## src/rtl/ps2_rx_pkg.sv

```systemverilog
package ps2_rx_pkg;
   localparam int FRAME_BITS = 11;
   localparam int DATA_BITS  = 8;
   typedef logic [DATA_BITS-1:0] rx_byte_t;
endpackage

```

## src/rtl/ps2_deglitch.sv

```systemverilog
module ps2_deglitch #(
   parameter int STAGES   = 2,
   parameter int FILT_LEN = 8
) (
   input  logic clk,
   input  logic rst_n,
   input  logic raw,
   output logic clean
);
   localparam int CW = (FILT_LEN > 1) ? $clog2(FILT_LEN) : 1;

   if (STAGES < 2) begin : g_bad_stages
      $error("ps2_deglitch: STAGES must be at least 2");
   end
   if (FILT_LEN < 2) begin : g_bad_filt
      $error("ps2_deglitch: FILT_LEN must be at least 2");
   end

   logic [STAGES-1:0] sync_q;
   logic [CW-1:0]     run_q;

   for (genvar i = 0; i < STAGES; i++) begin : g_sync
      if (i == 0) begin : g_first
         always_ff @(posedge clk or negedge rst_n)
            if (!rst_n) sync_q[0] <= 1'b1;
            else        sync_q[0] <= raw;
      end else begin : g_next
         always_ff @(posedge clk or negedge rst_n)
            if (!rst_n) sync_q[i] <= 1'b1;
            else        sync_q[i] <= sync_q[i-1];
      end
   end

   always_ff @(posedge clk or negedge rst_n) begin
      if (!rst_n) begin
         clean <= 1'b1;
         run_q <= '0;
      end else if (sync_q[STAGES-1] != clean) begin
         if (run_q == CW'(FILT_LEN-1)) begin
            clean <= sync_q[STAGES-1];
            run_q <= '0;
         end else begin
            run_q <= run_q + 1'b1;
         end
      end else begin
         run_q <= '0;
      end
   end
endmodule

```

## src/rtl/ps2_frame_rx.sv

```systemverilog
module ps2_frame_rx
   import ps2_rx_pkg::*;
#(
   parameter int TIMEOUT_CYC = 10000
) (
   input  logic     clk,
   input  logic     rst_n,
   input  logic     fall,
   input  logic     dat,
   input  logic     inhibit,
   output rx_byte_t data,
   output logic     valid,
   output logic     err
);
   localparam int TW = $clog2(TIMEOUT_CYC + 1);
   localparam int LAST = FRAME_BITS - 1;

   if (TIMEOUT_CYC < 16) begin : g_bad_to
      $error("ps2_frame_rx: TIMEOUT_CYC too small");
   end

   logic [3:0]      pos_q;
   logic [LAST-1:0] sr_q;
   logic [TW-1:0]   idle_q;
   logic            par_ok;
   logic            stop_ok;

   assign par_ok  = ^sr_q[DATA_BITS+1:1];
   assign stop_ok = dat;

   always_ff @(posedge clk or negedge rst_n) begin
      if (!rst_n) begin
         pos_q  <= '0;
         sr_q   <= '0;
         idle_q <= '0;
         data   <= '0;
         valid  <= 1'b0;
         err    <= 1'b0;
      end else begin
         valid <= 1'b0;
         err   <= 1'b0;
         if (inhibit) begin
            pos_q  <= '0;
            idle_q <= '0;
         end else if (fall) begin
            idle_q <= '0;
            if (pos_q == 4'd0) begin
               if (dat) begin
                  err <= 1'b1;
               end else begin
                  sr_q[0] <= 1'b0;
                  pos_q   <= 4'd1;
               end
            end else if (pos_q == 4'(LAST)) begin
               pos_q <= '0;
               if (par_ok && stop_ok) begin
                  valid <= 1'b1;
                  data  <= sr_q[DATA_BITS:1];
               end else begin
                  err <= 1'b1;
               end
            end else begin
               sr_q[pos_q] <= dat;
               pos_q       <= pos_q + 4'd1;
            end
         end else if (pos_q != 4'd0) begin
            if (idle_q == TW'(TIMEOUT_CYC-1)) begin
               pos_q  <= '0;
               idle_q <= '0;
               err    <= 1'b1;
            end else begin
               idle_q <= idle_q + 1'b1;
            end
         end
      end
   end
endmodule

```

## src/rtl/ps2_rx.sv

```systemverilog
module ps2_rx
   import ps2_rx_pkg::*;
#(
   parameter int SYNC_STAGES = 2,
   parameter int FILT_LEN    = 8,
   parameter int TIMEOUT_CYC = 10000
) (
   input  logic       clk,
   input  logic       rst_n,
   input  logic       ps2_clk_i,
   input  logic       ps2_dat_i,
   input  logic       inhibit_i,
   output logic       ps2_clk_oe,
   output logic [7:0] rx_data,
   output logic       rx_valid,
   output logic       rx_err
);
   logic [1:0] raw_w;
   logic [1:0] clean_w;
   logic       clk_prev_q;
   logic       fall_w;

   assign raw_w = {ps2_dat_i, ps2_clk_i};

   for (genvar k = 0; k < 2; k++) begin : g_line
      ps2_deglitch #(.STAGES(SYNC_STAGES), .FILT_LEN(FILT_LEN)) u_flt (
         .clk   (clk),
         .rst_n (rst_n),
         .raw   (raw_w[k]),
         .clean (clean_w[k])
      );
   end

   always_ff @(posedge clk or negedge rst_n) begin
      if (!rst_n) begin
         clk_prev_q <= 1'b1;
         ps2_clk_oe <= 1'b0;
      end else begin
         clk_prev_q <= clean_w[0];
         ps2_clk_oe <= inhibit_i;
      end
   end

   assign fall_w = clk_prev_q & ~clean_w[0];

   ps2_frame_rx #(.TIMEOUT_CYC(TIMEOUT_CYC)) u_frame (
      .clk     (clk),
      .rst_n   (rst_n),
      .fall    (fall_w),
      .dat     (clean_w[1]),
      .inhibit (inhibit_i),
      .data    (rx_data),
      .valid   (rx_valid),
      .err     (rx_err)
   );
endmodule

```

## config.mk

```make
export PLATFORM = sky130hd
export DESIGN_NAME = ps2_rx
export DESIGN_NICKNAME = d
export VERILOG_FILES = /design/src/rtl/ps2_rx_pkg.sv /design/src/rtl/ps2_deglitch.sv /design/src/rtl/ps2_frame_rx.sv /design/src/rtl/ps2_rx.sv
export SDC_FILE = /design/constraint.sdc
export NUM_CORES = 1
export LEC_CHECK = 0
export BUFFER_PORTS_ARGS = -buffer_cell sky130_fd_sc_hd__buf_2
export CAP_MARGIN = 10
export CORE_ASPECT_RATIO = 0.7
export CORE_MARGIN = 10
export CORE_UTILIZATION = 45
export DETAILED_ROUTE_END_ITERATION = 12
export GPL_ROUTABILITY_DRIVEN = 1
export PLACE_DENSITY_LB_ADDON = 0.05
export SLEW_MARGIN = 10
export SYNTH_ARGS = -nofsm -noshare
export SYNTH_HDL_FRONTEND = slang
export SYNTH_SLANG_ARGS = --single-unit
```

## constraint.sdc

```tcl
create_clock -name clk -period 1.8 [get_ports clk]
set_input_delay 0.36 -clock clk [delete_from_list [all_inputs] [get_ports clk]]
set_output_delay 0.36 -clock clk [all_outputs]
set_load 0.02 [all_outputs]
```

==> results.yml <==
run_status:
  outcome: "complete, but fails checks"
  failed_checks: "negative setup slack"
die:
  die_height_um: 81.0
  dieArea_sq_um: 8670
  start_util_pct: 45.9
  die_w_um: 107
  fp.coreArea_sq_um: 5200
  ioPinCount: 16
  fp-row-count: 22
sta:
  finalHoldViolCount: 0
  setup_viol: 10
  fmax_mhz: 523
  fin_crit_sh_pct: 106
  fin_crit_ns: 1.91
  rsz0062_at_grt: "true"
  fin_hold_ws_ns: 0.00238
  worstMarginPinSlew_ns: 0.495
  worst_slack_ns: -0.112
  timing.slew.headroom_pct: 66.7
  slew_violations: 0
  skew_ns: 0.00593
global_routing:
  grt_pass1_vias: 1555
  grt_pass1_wl_mm: 7.68
  overflow: 0
  grt_max_degree: 31
  grt_antenna_before_repair: 0
  grt_usage_pct: 11.0
place:
  place_area_sq_um: 2640
  port-buffer-count: 15
  gp_congestion: 0.883
  placed_cells: 295
  dp_hpwl_mm: 3.24
finish:
  final_area_sq_um: 2870
  nets: 246
  n_antenna_cell: 0
  drive_above_1_share_pct: 38.8
  utilization_pct: 55.1
  finalNonFillerCells: 309
  fillers: 461
  syn2layout_area_growth_pct: 20.0
clock_tree:
  clk_pin_slew_worst_paths_ns: 0.10
  clock_latency_ns: 0.31
  cts_made_buffers: 5
  cts-htree-levels: 2
  clock_sinks: 51
  clock_path_buffers: 2
  cts_tree: "built"
  root_buffer: "clkbuf_8"
drt:
  dr.pass1.iters: 4
  wire_per_inst_um: 14.6
  drt-total-wl_mm: 4.52
  ant_nets: 0
  first_iter_violations: 112
  drc: 0
  viasPerCell: 5.16
  via_count: 1595
synth:
  ys_types: 39
  ys_warn_count: 0
  synthArstFlopShare_pct: 100
  syn_inst: 198
  ys_dominant_reg_cell: "dfrtp_1"
  synth-seq-cells: 51
  syn_area_per_cell_sq_um: 12.1
  synth_area_sq_um: 2390
  synth_fp_nets: 208
  seq_area_frac_synth_pct: 53.8
  synth_edf_count: 0
pwr:
  power_density_nw_per_um2: 912
  ir_worst_vdd_mv: 0.472
  p_leak_nw: 1.32
job:
  max_cap_viol_count: 0
worst_hold_path:
  min_path_type: "in -> async"
setup_path:
  cp_max_fo: 5
  critical_path_class: "reg -> reg"
  cp-start-kind: "flop"
  critical_path_required_ns: 2.00
  end_kind: "flop"
  cp.arrival_ns: 2.11
-- cell usage in the layout (no fill, tap or decap), types with 4 or more instances in the layout --
cell type  count
buf_4         19
dfrtp_1       44
xor2_1         6
xnor2_1        7
nand3_1        7
mux2_2        18
inv_1          6
clkbuf_8       5
buf_2         15
nor3_1         5
nand2_1        8
and2_1         6
nor2_1        15
a21oi_1        4
ha_1           5
nand4_1        5
dfstp_2        7
-- cell type report --
cell class | instances | area [sq um] | area share (%)
multi-input combinational | 136 | 1120 | 39.1
timing repair buffer | 36 | 249 | 8.69
tap | 72 | 90.1 | 3.14
inverter | 6 | 22.5 | 0.786
clock inverter | 3 | 28.8 | 1.00
clock buffer | 5 | 68.8 | 2.40
sequential | 51 | 1280 | 44.8
-- cell usage after synthesis (3+ instances only) --
library cell  number  area share [%]
dfstp_2            7             7.7
inv_1              6            0.94
nand2_1           11             1.7
nor3_1             6             1.3
a21oi_1            5             1.0
nand2b_1           3            0.79
and2_1             6             1.6
mux2i_1            3             1.3
dfrtp_1           44              46
nand4_1            5             1.3
buf_6              3             1.4
and3_1             3            0.79
nor2_1            15             2.4
o21ai_0            7             1.5
ha_1               5             2.6
xor2_1             6             2.2
nand3_1            7             1.5
mux2_2            19             9.0
or3_1              4             1.0
xnor2_1            7             2.6
-- registers in the layout (all words and copies together) (netlist names) --
register	flops
g_line.u_flt.sync_q	4
g_line.u_flt.run_q	6
u_frame.valid	1
u_frame.pos_q	4
u_frame.data	8
ps2_clk_oe	1
g_line.u_flt.clean	2
clk_prev_q	1
u_frame.err	1
u_frame.idle_q	14
u_frame.sr_q	9
-- logic make-up after synthesis --
logic type                 after synthesis  synth area share (%)
AOI/OAI and AO/OA                       19                  6.23
xor gates and xnor gates                16                  7.33
adders and majority gates                5                  2.62
buffers and inverters                   12                  2.88
DFF                                     51                  53.8
muxes                                   22                  10.2
and+or+nand+nor                         73                  16.9
-- critical path: stages (launching register included) --
cell     delay, ns
dfrtp_1       0.40
xnor2_1       0.18
xnor3_2       0.48
mux2i_4       0.26
nand3_4       0.16
mux2_4        0.33
-- what timing repair did --
item,4_1_cts,5_1_grt
setup endpoints to repair,12,23
resized for setup,6,17
hold buffers,0,0
setup buffers,1,4
pin swaps,8,11
cloned,1,0
-- final timing paths --
kind / startpoint / to / slack [ns] / cells after the start
max in group asynchronous: rst_n / u_frame.idle_q[1] / 1.27 / 2
max reg2reg: u_frame.sr_q[8] / u_frame.data[4] / -0.11 / 5
min: rst_n / g_line[1].u_flt.run_q[2] / 0.002 / 1
min reg2reg: g_line[0].u_flt.sync_q[0] / g_line[0].u_flt.sync_q[1] / 0.36 / 0
min in group clk: ps2_clk_i / g_line[0].u_flt.sync_q[0] / 0.14 / 1
max: u_frame.sr_q[8] / u_frame.data[4] / -0.11 / 5
-- routing by layer --
layer / GRT usage, % / part of all wire [%] / vias to the layer above
li1: - / - / 776
met3: 3.48 / 4.9 / 4
met5: 0 / 0 / -
met2: 16.1 / 45 / 34
met1: 15.5 / 50 / 781
met4: 2.83 / 0.64 / 0
-- stage by stage --
stage | setup WS (ns) | TNS, ns | total power [mW]
after floorplan | -0.118 | -0.533 | 1.74
after global placement | -0.0716 | -0.563 | 1.89
after detailed placement | -0.128 | -1.02 | 1.91
after CTS | -0.140 | -1.05 | 2.64
after global routing | -0.191 | -1.81 | 2.78
final | -0.112 | -0.675 | 2.61
-- power by group --
| part | internal (mW) | leakage, nW | switching, mW |
|---|---|---|---|
| clock | 0.289 | 0.0502 | 0.406 |
| combinational | 0.251 | 0.588 | 0.323 |
| sequential | 1.27 | 0.680 | 0.0701 |
Power figures use the tool's default switching activity.
